## src/rtl/rpf_pkg.sv

```systemverilog
package rpf_pkg;
    localparam int          MAX_BYTES = 27;
    localparam logic [7:0]  SYNC_WORD = 8'hA7;

    typedef enum logic [2:0] {
        PH_IDLE, PH_LEAD, PH_PRE, PH_SYNC, PH_DATA, PH_CSUM
    } phase_t;

    function automatic logic [4:0] ctrl_count(input logic [7:0] b);
        return b[4:0];
    endfunction

    function automatic logic count_ok(input logic [4:0] c);
        return (c != 5'd0) && (c <= 5'(MAX_BYTES));
    endfunction

    function automatic logic manch_chip(input logic data, input logic second);
        return second ? ~data : data;
    endfunction

    function automatic logic on_air(input phase_t p);
        return (p == PH_PRE) || (p == PH_SYNC) || (p == PH_DATA) || (p == PH_CSUM);
    endfunction
endpackage

```

## src/rtl/rpf_tick.sv

```systemverilog
module rpf_tick #(
    parameter int DIV = 8
) (
    input  logic clk,
    input  logic rst,
    input  logic clr,
    input  logic run,
    output logic tick,
    output logic first
);
    localparam int CW = (DIV > 1) ? $clog2(DIV) : 1;
    logic [CW-1:0] cnt;

    always_ff @(posedge clk) begin
        if (rst || clr)
            cnt <= '0;
        else if (run)
            cnt <= (cnt == CW'(DIV - 1)) ? '0 : cnt + 1'b1;
    end

    assign tick  = run && (cnt == CW'(DIV - 1));
    assign first = run && (cnt == '0);
endmodule

```

## src/rtl/rpf_csum.sv

```systemverilog
module rpf_csum (
    input  logic       clk,
    input  logic       rst,
    input  logic       clr,
    input  logic       add,
    input  logic [7:0] byte_in,
    output logic [7:0] check
);
    logic [7:0] acc;

    always_ff @(posedge clk) begin
        if (rst || clr)
            acc <= '0;
        else if (add)
            acc <= acc + byte_in;
    end

    assign check = 8'd0 - acc;
endmodule

```

## src/rtl/rpf_framer.sv

```systemverilog
module rpf_framer
    import rpf_pkg::*;
#(
    parameter int CHIP_DIV      = 8,
    parameter int NORM_PRE_BITS = 320,
    parameter int PRE_W         = 12,
    parameter int ADDR_W        = 5
) (
    input  logic              clk,
    input  logic              rst,
    input  logic              start,
    input  logic              ext_pre,
    input  logic [PRE_W-1:0]  ext_pre_len,
    output logic [ADDR_W-1:0] rd_addr,
    input  logic [7:0]        rd_data,
    output logic              tx_bit,
    output logic              bit_stb,
    output logic              tx_en,
    output logic              done,
    output logic              err
);
    phase_t            phase;
    logic              h;
    logic [7:0]        sr;
    logic [PRE_W-1:0]  bitcnt;
    logic [PRE_W-1:0]  pre_last;
    logic [ADDR_W-1:0] idx;
    logic [4:0]        len;
    logic              done_q, err_q;

    logic       tick, chip_first, run, accept, bit_end, byte_end, add_byte;
    logic [7:0] check;

    assign run      = (phase != PH_IDLE);
    assign accept   = (phase == PH_IDLE) && start && count_ok(ctrl_count(rd_data));
    assign bit_end  = tick && h;
    assign byte_end = bit_end && (bitcnt == PRE_W'(7));
    assign add_byte = byte_end && ((phase == PH_SYNC) ||
                      ((phase == PH_DATA) && (idx != ADDR_W'(len))));

    rpf_tick #(.DIV(CHIP_DIV)) u_tick (
        .clk(clk), .rst(rst), .clr(accept), .run(run),
        .tick(tick), .first(chip_first)
    );

    rpf_csum u_csum (
        .clk(clk), .rst(rst), .clr(accept), .add(add_byte),
        .byte_in(rd_data), .check(check)
    );

    always_ff @(posedge clk) begin
        if (rst) begin
            phase    <= PH_IDLE;
            h        <= 1'b0;
            sr       <= '0;
            bitcnt   <= '0;
            pre_last <= '0;
            idx      <= '0;
            len      <= '0;
            done_q   <= 1'b0;
            err_q    <= 1'b0;
        end else begin
            done_q <= 1'b0;
            err_q  <= 1'b0;
            if (phase == PH_IDLE) begin
                if (start) begin
                    if (accept) begin
                        phase    <= PH_LEAD;
                        h        <= 1'b0;
                        bitcnt   <= '0;
                        len      <= ctrl_count(rd_data);
                        pre_last <= (ext_pre && ext_pre_len != '0) ?
                                    ext_pre_len - 1'b1 : PRE_W'(NORM_PRE_BITS - 1);
                    end else begin
                        err_q <= 1'b1;
                    end
                end
            end else begin
                if (tick)
                    h <= ~h;
                if (bit_end) begin
                    case (phase)
                        PH_LEAD: begin
                            phase  <= PH_PRE;
                            sr     <= 8'h80;
                            bitcnt <= '0;
                        end
                        PH_PRE: begin
                            if (bitcnt == pre_last) begin
                                phase  <= PH_SYNC;
                                sr     <= SYNC_WORD;
                                bitcnt <= '0;
                            end else begin
                                sr     <= {~sr[7], 7'b0};
                                bitcnt <= bitcnt + 1'b1;
                            end
                        end
                        PH_SYNC, PH_DATA: begin
                            if (bitcnt == PRE_W'(7)) begin
                                bitcnt <= '0;
                                if (phase == PH_DATA && idx == ADDR_W'(len)) begin
                                    phase <= PH_CSUM;
                                    sr    <= check;
                                end else begin
                                    phase <= PH_DATA;
                                    sr    <= rd_data;
                                    idx   <= idx + 1'b1;
                                end
                            end else begin
                                sr     <= {sr[6:0], 1'b0};
                                bitcnt <= bitcnt + 1'b1;
                            end
                        end
                        PH_CSUM: begin
                            if (bitcnt == PRE_W'(7)) begin
                                phase  <= PH_IDLE;
                                idx    <= '0;
                                done_q <= 1'b1;
                            end else begin
                                sr     <= {sr[6:0], 1'b0};
                                bitcnt <= bitcnt + 1'b1;
                            end
                        end
                        default: phase <= PH_IDLE;
                    endcase
                end
            end
        end
    end

    assign rd_addr = idx;
    assign tx_en   = run;
    assign bit_stb = on_air(phase) && chip_first;
    assign tx_bit  = on_air(phase) && manch_chip(sr[7], h);
    assign done    = done_q;
    assign err     = err_q;
endmodule

```

## config.mk

```make
export PLATFORM = sky130hd
export DESIGN_NAME = rpf_framer
export DESIGN_NICKNAME = d
export VERILOG_FILES = /design/src/rtl/rpf_pkg.sv /design/src/rtl/rpf_tick.sv /design/src/rtl/rpf_csum.sv /design/src/rtl/rpf_framer.sv
export SDC_FILE = /design/constraint.sdc
export NUM_CORES = 1
export LEC_CHECK = 0
export BUFFER_PORTS_ARGS = -buffer_cell sky130_fd_sc_hd__buf_2
export CAP_MARGIN = 20
export CORE_UTILIZATION = 35
export CTS_BUF_LIST = sky130_fd_sc_hd__clkbuf_8
export DETAILED_ROUTE_END_ITERATION = 10
export GPL_TIMING_DRIVEN = 0
export PLACE_DENSITY = 0.57
export SLEW_MARGIN = 5
export SYNTH_ARGS = -nofsm -noshare
export SYNTH_HDL_FRONTEND = slang
export SYNTH_HIERARCHICAL = 1
export SYNTH_SLANG_ARGS = --single-unit
```

## constraint.sdc

```tcl
create_clock -name clk -period 2.6 [get_ports clk]
set_input_delay 0 -clock clk [delete_from_list [all_inputs] [get_ports clk]]
set_output_delay 0 -clock clk [all_outputs]
set_load 0.01 [all_outputs]
```

==> results.yml, run 1 <==
status:
  status: "complete, no violations"
floorplan:
  die_width_um: 107
  fp-row-count: 37
  chipHeight_um: 107
  die_area_mm2: 0.0114
  core_mm2: 0.0105
  initial_utilization: 0.366
  ioPinCount: 34
place:
  hpwl_um: 8030
  dpl.cell_count: 631
  gp_congestion: 0.855
  port_buffers: 33
  pre_cts_ws_ns: -0.876
synth:
  synth_top_family_by_area: "simple AND/OR/NAND/NOR gates"
  yosys_register_bits: 59
  syn_inst: 462
  postSynth.asyncResetShare: 0
  mappedNetlistArea_mm2: 0.00385
  synth_cell_type_count: 74
  synth.largest_area_cell: "dfxtp_1"
  synthSimpleGateAreaFrac: 0.272
  synth_xor_area_frac: 0.0819
  yosys_warnings: 6
  synth_ff_type: "dfxtp_1"
  synth_compound_gate_area_share: 0.219
  yosysTopAreaCellShare: 0.307
  synth.mux.area_fraction: 0.0218
  synthAdderAreaFrac: 0.0572
  synth-edff-count: 0
  syn_area_per_cell_um2: 8.34
  yosysSeqAreaShare: 0.307
  synth_nets: 503
  yosys-top-cells-area: "dfxtp_1 (31%), ha_1 (5.2%), xor2_1 (4.8%)"
final_layout:
  seqCellArea_mm2: 0.00119
  drive_gt1_frac: 0.205
  antenna_cells: 0
  area_delta_synth_final_pct: 19.9
  fillers: 1039
  nNetsFinal: 562
  multi_input_area_mm2: 0.00258
  stdcell_count: 662
detailed_routing:
  viasPerCell: 5.75
  totalWireLength_um: 11000
  route.detailed.drc: 0
  ant_nets: 0
  route.vias.total: 3809
  first_pass_iters: 4
  drtIter0Drc: 160
  wl_per_cell_um: 16.6
sta:
  max_freq_mhz: 396
  period_share: 0.971
  skew_ns: 0.0111
  setup_viol: 0
  period_minus_slack_ns: 2.52
  slew_violations: 0
  timing.setup.tns_ns: 0
  finalWorstSetupSlack_ns: 0.0759
  holdWs_ns: 0.0120
  slew_headroom: 0.443
  rsz0062_at_grt: "false"
  worst_slew_pin_slew_ns: 0.830
  finalHoldViolCount: 0
worst_setup_path:
  critPathLaunchType: "flop"
  worstPathArrival_ns: 2.76
  max_stage_delay_ns: 0.64
  slowest_stage: "or4b_1"
  critical_path_class: "reg -> reg"
  path_max_fanout: 15
  cp.required_ns: 2.84
  crit_path_end_kind: "flop"
  crit_chain: "or4b_1 -> nor2b_4 -> nand2_2 -> inv_1 -> buf_4 -> or2_4 -> nor3_1 -> a31oi_1 -> o211ai_1"
cts:
  clk_pin_slew_ns: 0.07
  cts_buffer_depth: 2
  cts_tree: "done"
  clock_sinks: 59
  root_buffer: "clkbuf_8"
  clk_latency_ns: 0.36
  h-tree-depth: 3
  cts-buffers-inserted: 9
global_routing:
  grt_max_degree: 16
  track_usage: 0.204
  grt_pass1_wl_um: 18200
  grt_pass1_vias: 3654
  grt_overflow: 0
  antenna_found_initial: 0
flow_run:
  cap_violations: 0
power_and_ir_drop:
  p_total_uw: 2110
  power_density_mw_per_mm2: 456
  leakage_uw: 0.00177
  peakVddDrop_v: 0.000237
hold_path:
  min-delay-start: "ext_pre_len[5]"
  hold_class: "in -> reg"
## registers in the layout, summed over array words and instances (netlist names), named ones only
| register | count |
|---|---|
| bitcnt | 12 |
| pre_last | 12 |
| sr | 8 |
| u_csum/acc | 8 |
| len | 5 |
| rd_addr | 5 |
| u_tick/cnt | 3 |
| phase | 2 |
| done | 1 |
| err | 1 |
| h | 1 |
## final timing paths
| kind | endpoint | slack (ns) | depth (start not counted) |
|---|---|---|---|
| min | pre_last[5] | 0.01 | 3 |
| min reg2reg | len[0] | 0.48 | 2 |
| max reg2reg | u_csum/acc[6] | 0.08 | 9 |
| max | u_csum/acc[6] | 0.08 | 9 |
## area by class of cell
class                      count  area share
inverter                      14      0.0114
buffer                        18      0.0236
clock buffer                  10      0.0298
clock inverter                 6      0.0122
multi-input combinational    368       0.559
tap                          136      0.0368
timing repair buffer          51      0.0688
sequential                    59       0.258
## cell usage after synthesis, drive strengths merged (10+ instances only)
cell	number
a21oi	31
clkbuf	15
dfxtp	59
ha	16
inv	14
nand2	28
nand3	30
nor2	34
nor3	23
nor4	10
o21ai	13
o31ai	13
or4	13
xnor2	15
xor2	21
## repair_timing
action	in CTS	in global routing
endpoints found under the setup margin	43	25
hold buffers	7	0
resized for setup	29	9
hold endpoints to repair	7	0
setup buffers	3	7
pin swaps	2	3
gates cloned	1	0
## cell families after synthesis
group | after synthesis
compound gates | 117
xor+xnor | 36
flops | 59
mux | 8
fa+ha+maj | 17
buf+inv | 35
simple gates | 190
## critical path: cells and delay by family, from the launching register on
kind	cells	cell delay [ns]
buffers and inverters	2	0.43
AND/OR/NAND/NOR	5	1.36
flip-flops	1	0.37
AO/OA/AOI/OAI	2	0.23
## per-layer routing
metal / track usage / vias up / routed length, um
met1: 0.279 / 1828 / 5300
met3: 0.0347 / 21 / 514
li1: - / 1855 / -
met2: 0.312 / 105 / 4920
met4: 0.0959 / 0 / 264
met5: 0 / - / 0
## per-stage QoR
step                       util  cell area, um2
final                     0.439            4620
after global routing      0.439            4620
after CTS                 0.434            4560
after detailed placement  0.398            4190
after global placement    0.398            4190
after floorplan               -            3850
## where the power goes
part | switching [uW] | total [uW] | internal [uW] | leakage [uW]
logic | 187 | 307 | 120 | 0.00118
registers | 20.6 | 951 | 930 | 0.000482
clock network | 387 | 847 | 460 | 0.000103
## layout by cell type, fill, tap and decap left out, drive strengths merged, types with 15 or more instances in the layout
master and instances:
a21oi 31, nor3 23, xnor2 15, nor2 34, nand3 30, inv 15, nand2 28, dfxtp 59
clkbuf 20, buf 52, xor2 21, ha 16
Note: power is estimated with default switching activity, not from simulation.
==> inputs of run 2 (changes only) <==
--- a/config.mk
+++ b/config.mk
@@ -7,11 +7,14 @@
 export LEC_CHECK = 0
 export BUFFER_PORTS_ARGS = -buffer_cell sky130_fd_sc_hd__buf_2
 export CAP_MARGIN = 20
+export CELL_PAD_IN_SITES_DETAIL_PLACEMENT = 1
+export CELL_PAD_IN_SITES_GLOBAL_PLACEMENT = 1
 export CORE_UTILIZATION = 35
 export CTS_BUF_LIST = sky130_fd_sc_hd__clkbuf_8
 export DETAILED_ROUTE_END_ITERATION = 10
 export GPL_TIMING_DRIVEN = 0
-export PLACE_DENSITY = 0.57
+export PLACE_DENSITY = 0.71
+export SETUP_SLACK_MARGIN = 0.1
 export SLEW_MARGIN = 5
 export SYNTH_ARGS = -nofsm -noshare
 export SYNTH_HDL_FRONTEND = slang
==> run 2 against run 1 <==
Against the previous run: combinational power is 4% higher; sequential share of layout area is 0.17 points lower; flip-flop and latch count stayed put; die area stayed put; global-route usage is 3.0 points higher; worst setup slack better by 0.096 ns; highest routed layer unchanged; design area is 1.7% higher.
==> results.yml, run 2 (synthesis results as in run 1) <==
detailed_routing:
  route.vias.total: 3818
  first_pass_iters: 4
  totalWireLength_um: 12500
  drtIter0Drc: 154
  wl_per_cell_um: 18.7
  ant_nets: 0
  viasPerCell: 5.74
  route.detailed.drc: 0
place:
  dpl.cell_count: 631
  gp_congestion: 0.837
  dpl_cell_area_mm2: 0.00420
  port_buffers: 33
  hpwl_um: 8870
final_layout:
  antenna_cells: 0
  final_common_cell: "dfxtp_1"
  nNetsFinal: 565
  drive_gt1_frac: 0.236
  stdcell_count: 665
  layout_common_cells: "dfxtp_1 (49), nor2_1 (34), buf_2 (33), nand3_1 (29), nand2_1 (27)"
  top_regs: "bitcnt (12), pre_last (12)"
  design_area_mm2: 0.00470
  area_delta_synth_final_pct: 22.0
power_and_ir_drop:
  combPwrFrac: 0.155
  switching_share: 0.297
  power.net_switching_uw: 612
  p_int_uw: 1440
  p_total_uw: 2060
  leakage_uw: 0.00178
  peakVddDrop_v: 0.000382
  p_seq_frac: 0.462
  power_frac_clock: 0.383
  power_density_mw_per_mm2: 438
cts:
  cts-buffers-inserted: 9
  h-tree-depth: 3
  clk_latency_ns: 0.36
  root_buffer: "clkbuf_8"
  cts_buffer_depth: 2
  clk_pin_slew_ns: 0.07
  cts_tree: "done"
  clock_sinks: 59
floorplan:
  initial_utilization: 0.366
  core_mm2: 0.0105
  die_width_um: 107
  fp-row-count: 37
  die_area_mm2: 0.0114
  chipHeight_um: 107
  ioPinCount: 34
global_routing:
  track_usage: 0.234
  grt_max_degree: 16
  grt_pass1_wl_um: 20400
  grt_overflow: 0
  antenna_found_initial: 0
  grt_pass1_vias: 3893
worst_setup_path:
  reg2reg_to: "bitcnt[3]"
  r2r_slack_ns: 0.17
  worstRegToRegCells: 8
  crit_path_end_kind: "flop"
  path_max_fanout: 10
  worstPathArrival_ns: 2.72
  cp.required_ns: 2.89
  critPathLaunchType: "flop"
  critical_path_class: "reg -> reg"
  regToRegStartpoint: "bitcnt[1]"
sta:
  finalHoldViolCount: 0
  rsz0062_at_grt: "false"
  period_minus_slack_ns: 2.43
  slew_violations: 0
  worst_slew_pin_slew_ns: 0.926
  max_freq_mhz: 412
  skew_ns: 0.00651
  period_share: 0.934
  setup_viol: 0
  slew_headroom: 0.378
hold_path:
  min-delay-start: "ext_pre_len[2]"
  hold_class: "in -> reg"
  min_path_cells: 3
  min_to: "pre_last[2]"
flow_run:
  cap_violations: 0
status:
  status: "complete, no violations"
==> run 2: changes by cell type in the layout (fill, tap and decap cells not counted), sizes merged <==
| cell | delta |
|---|---|
| dlygate4sd3 | +2 |
| clkbuf | +1 |
| clkinvlp | +1 |
| bufinv | -1 |
| clkinv | -1 |
| buf | +1 |
==> run 2: worst max path at each step <==
stage | startpoint | depth (start not counted) | endpoint
floorplan | bitcnt[0] | 8 | bitcnt[11]
global route | bitcnt[5] | 10 | u_csum/acc[7]
detailed placement | flop | 10 | u_csum/acc[6]
CTS | flop | 9 | u_csum/acc[6]
global placement | flop | 10 | u_csum/acc[6]
finish | bitcnt[1] | 8 | bitcnt[3]
==> run 2: metal layers <==
layer  share of wire  track usage  vias to the layer above
li1                -            -                     1867
met1            0.47        0.308                     1875
met2            0.48        0.387                       63
met3           0.042       0.0462                       13
met4           0.011       0.0646                        0
met5               0            0                        -
==> run 2: critical path, stage by stage (launching register included) <==
cell and delay (ns):
dfxtp_4 0.36, ha_4 0.16, buf_4 0.14, and4bb_2 0.22, and3_1 0.17, clkbuf_2 0.19, a21o_2 0.31, or4_2 0.65
a21oi_2 0.16
==> run 2: repair_timing <==
item	CTS	global route
resized for setup	43	18
setup buffers	10	0
hold endpoints to repair	9	0
cloned	1	0
hold buffers	9	0
pin swaps	5	2
endpoints found under the setup margin	43	23
==> run 2: area by class of cell <==
cell class                 count  area, um2
tap                          136        170
clock inverter                 5       28.8
timing repair buffer          53        342
multi-input combinational    368       2620
sequential                    59       1210
inverter                      14       52.6
buffer                        19        126
clock buffer                  11        151
fill                        1264       5810
==> run 2: stage by stage <==
step	setup slack [ns]	TNS [ns]	hold WS, ns	util
floorplan	0.110	0	0.0646	-
global placement	-0.590	-10.69	0.244	0.400
detailed placement	-0.612	-10.97	0.253	0.400
CTS	0.0377	0	0.0187	0.444
global route	0.0465	0	0.0398	0.447
finish	0.172	0	0.0297	0.447
==> run 2: power groups by stage <==
stage / registers [uW] / logic (uW) / clock network [uW]
final: 950 / 320 / 787
after floorplan: 967 / 179 / 0
after global placement: 974 / 272 / 0
after global routing: 952 / 352 / 846
after detailed placement: 975 / 278 / 0
after CTS: 952 / 310 / 810
==> inputs of run 3 (changes only) <==
--- a/config.mk
+++ b/config.mk
@@ -13,7 +13,7 @@
 export CTS_BUF_LIST = sky130_fd_sc_hd__clkbuf_8
 export DETAILED_ROUTE_END_ITERATION = 10
 export GPL_TIMING_DRIVEN = 0
-export PLACE_DENSITY = 0.71
+export PLACE_DENSITY = 0.69
 export SETUP_SLACK_MARGIN = 0.1
 export SLEW_MARGIN = 5
 export SYNTH_ARGS = -nofsm -noshare
==> run 3 against run 2 <==
Against the previous run: global-route usage rose by 0.40 points; flip-flop and latch count is the same; clock skew is 0.015 ns higher; highest routed layer unchanged; clock power is 2% lower; worst setup slack got worse by 0.11 ns.
==> results.yml, run 3 (synthesis results as in run 1) <==
status:
  status: "complete, no violations"
global_routing:
  grt_pass1_wl_um: 20700
  antenna_found_initial: 0
  grt_max_degree: 16
  grt_overflow: 0
  grt_pass1_vias: 3957
  track_usage: 0.238
place:
  dpl_cell_area_mm2: 0.00420
  pre_cts_ws_ns: -0.576
  gp_congestion: 0.831
  port_buffers: 33
  hpwl_um: 8930
worst_setup_path:
  crit_path_end_kind: "flop"
  cpMostUsedCell: "or4_4"
  crit_chain: "buf_6 -> or4_4 -> or4_4 -> buf_8 -> and2_4 -> o41ai_4 -> buf_4 -> a21oi_2"
  max_stage_delay_ns: 0.55
  crit_buf_inv: 3
  critPathTopFamily: "simple AND/OR/NAND/NOR gates"
  cp.required_ns: 2.84
  worstPathArrival_ns: 2.78
  slowest_stage: "or4_4"
  path_max_fanout: 5
  critical_path_class: "reg -> reg"
  critPathLaunchType: "flop"
hold_path:
  hold_class: "in -> reg"
final_layout:
  antenna_cells: 0
  drive_gt1_frac: 0.232
  design_area_mm2: 0.00473
  layout_common_cells: "dfxtp_1 (49), nor2_1 (34), buf_2 (33), nand3_1 (29), nand2_1 (27)"
  nNetsFinal: 570
  final_common_cell: "dfxtp_1"
  area_delta_synth_final_pct: 22.8
  top_regs: "bitcnt (12), pre_last (12)"
sta:
  period_minus_slack_ns: 2.54
  period_share: 0.975
  rsz0062_at_grt: "true"
  finalWorstSetupSlack_ns: 0.0647
  finalHoldViolCount: 0
  max_freq_mhz: 394
  skew_ns: 0.0213
  holdWs_ns: 0.0339
  slew_headroom: 0.394
  slew_violations: 0
  worst_slew_pin_slew_ns: 0.904
  setup_viol: 0
detailed_routing:
  viasPerCell: 5.70
  first_pass_iters: 4
  route.detailed.drc: 0
  wl_per_cell_um: 18.7
  totalWireLength_um: 12500
  drtIter0Drc: 221
  ant_nets: 0
  route.vias.total: 3820
cts:
  root_buffer: "clkbuf_8"
  clock_sinks: 59
  cts-buffers-inserted: 9
  clk_latency_ns: 0.37
  cts_tree: "done"
  clk_pin_slew_ns: 0.08
  cts_buffer_depth: 2
  h-tree-depth: 3
floorplan:
  chipHeight_um: 107
  die_area_mm2: 0.0114
  fp-row-count: 37
  initial_utilization: 0.366
  ioPinCount: 34
  core_mm2: 0.0105
  die_width_um: 107
power_and_ir_drop:
  leakage_uw: 0.00182
  p_total_uw: 2040
  peakVddDrop_v: 0.000225
  power_density_mw_per_mm2: 431
flow_run:
  cap_violations: 0
==> run 3: layout make-up <==
type                       instances  area [um2]
timing repair buffer              57         368
clock inverter                     5        21.3
multi-input combinational        368        2620
inverter                          14        52.6
sequential                        59        1210
tap                              136         170
clock buffer                      11         151
fill                            1264        5780
buffer                            20         145
==> run 3: per-stage QoR <==
stage / utilization / std cells / setup TNS, ns
after CTS: 0.441 / 665 / 0
after detailed placement: 0.400 / 631 / -11.03
after floorplan: - / 462 / 0
after global placement: 0.400 / 631 / -10.88
after global routing: 0.450 / 670 / 0
final: 0.450 / 670 / 0
==> run 3: timing repair <==
action	in CTS	in global routing
hold buffers	9	0
resized for setup	37	23
hold endpoints to repair	9	0
buffers inserted	9	5
gates cloned	1	0
pin swaps	5	3
endpoints found under the setup margin	38	24
==> run 3: path summary, 6_finish.rpt <==
check | depth (start not counted) | from | slack, ns | end
setup / recovery | 8 | bitcnt[5] | 0.06 | bitcnt[0]
hold / removal | 2 | rst | 0.03 | u_tick/cnt[0]
setup reg to reg | 8 | bitcnt[5] | 0.06 | bitcnt[0]
hold reg to reg | 2 | len[0] | 0.47 | len[0]
==> run 3: worst reg2reg max path: cells and delay by family (launching register included) <==
family | cells | cell delay, ns
AO/OA/AOI/OAI | 2 | 0.40
buffers and inverters | 3 | 0.49
AND/OR/NAND/NOR | 3 | 1.20
flip-flops | 1 | 0.32
==> run 3: where the power goes <==
part / leakage, uW / switching (uW) / total, uW / internal, uW
logic: 0.00123 / 193 / 317 / 125
registers: 0.000485 / 22.5 / 950 / 927
clock network: 0.000103 / 389 / 773 / 384
==> run 3: routing by layer <==
metal	wire, um	up-vias	track usage
met3	409	16	0.0395
li1	-	1877	-
met1	6030	1863	0.330
met2	5890	64	0.370
met4	200	0	0.0841
met5	0	-	0
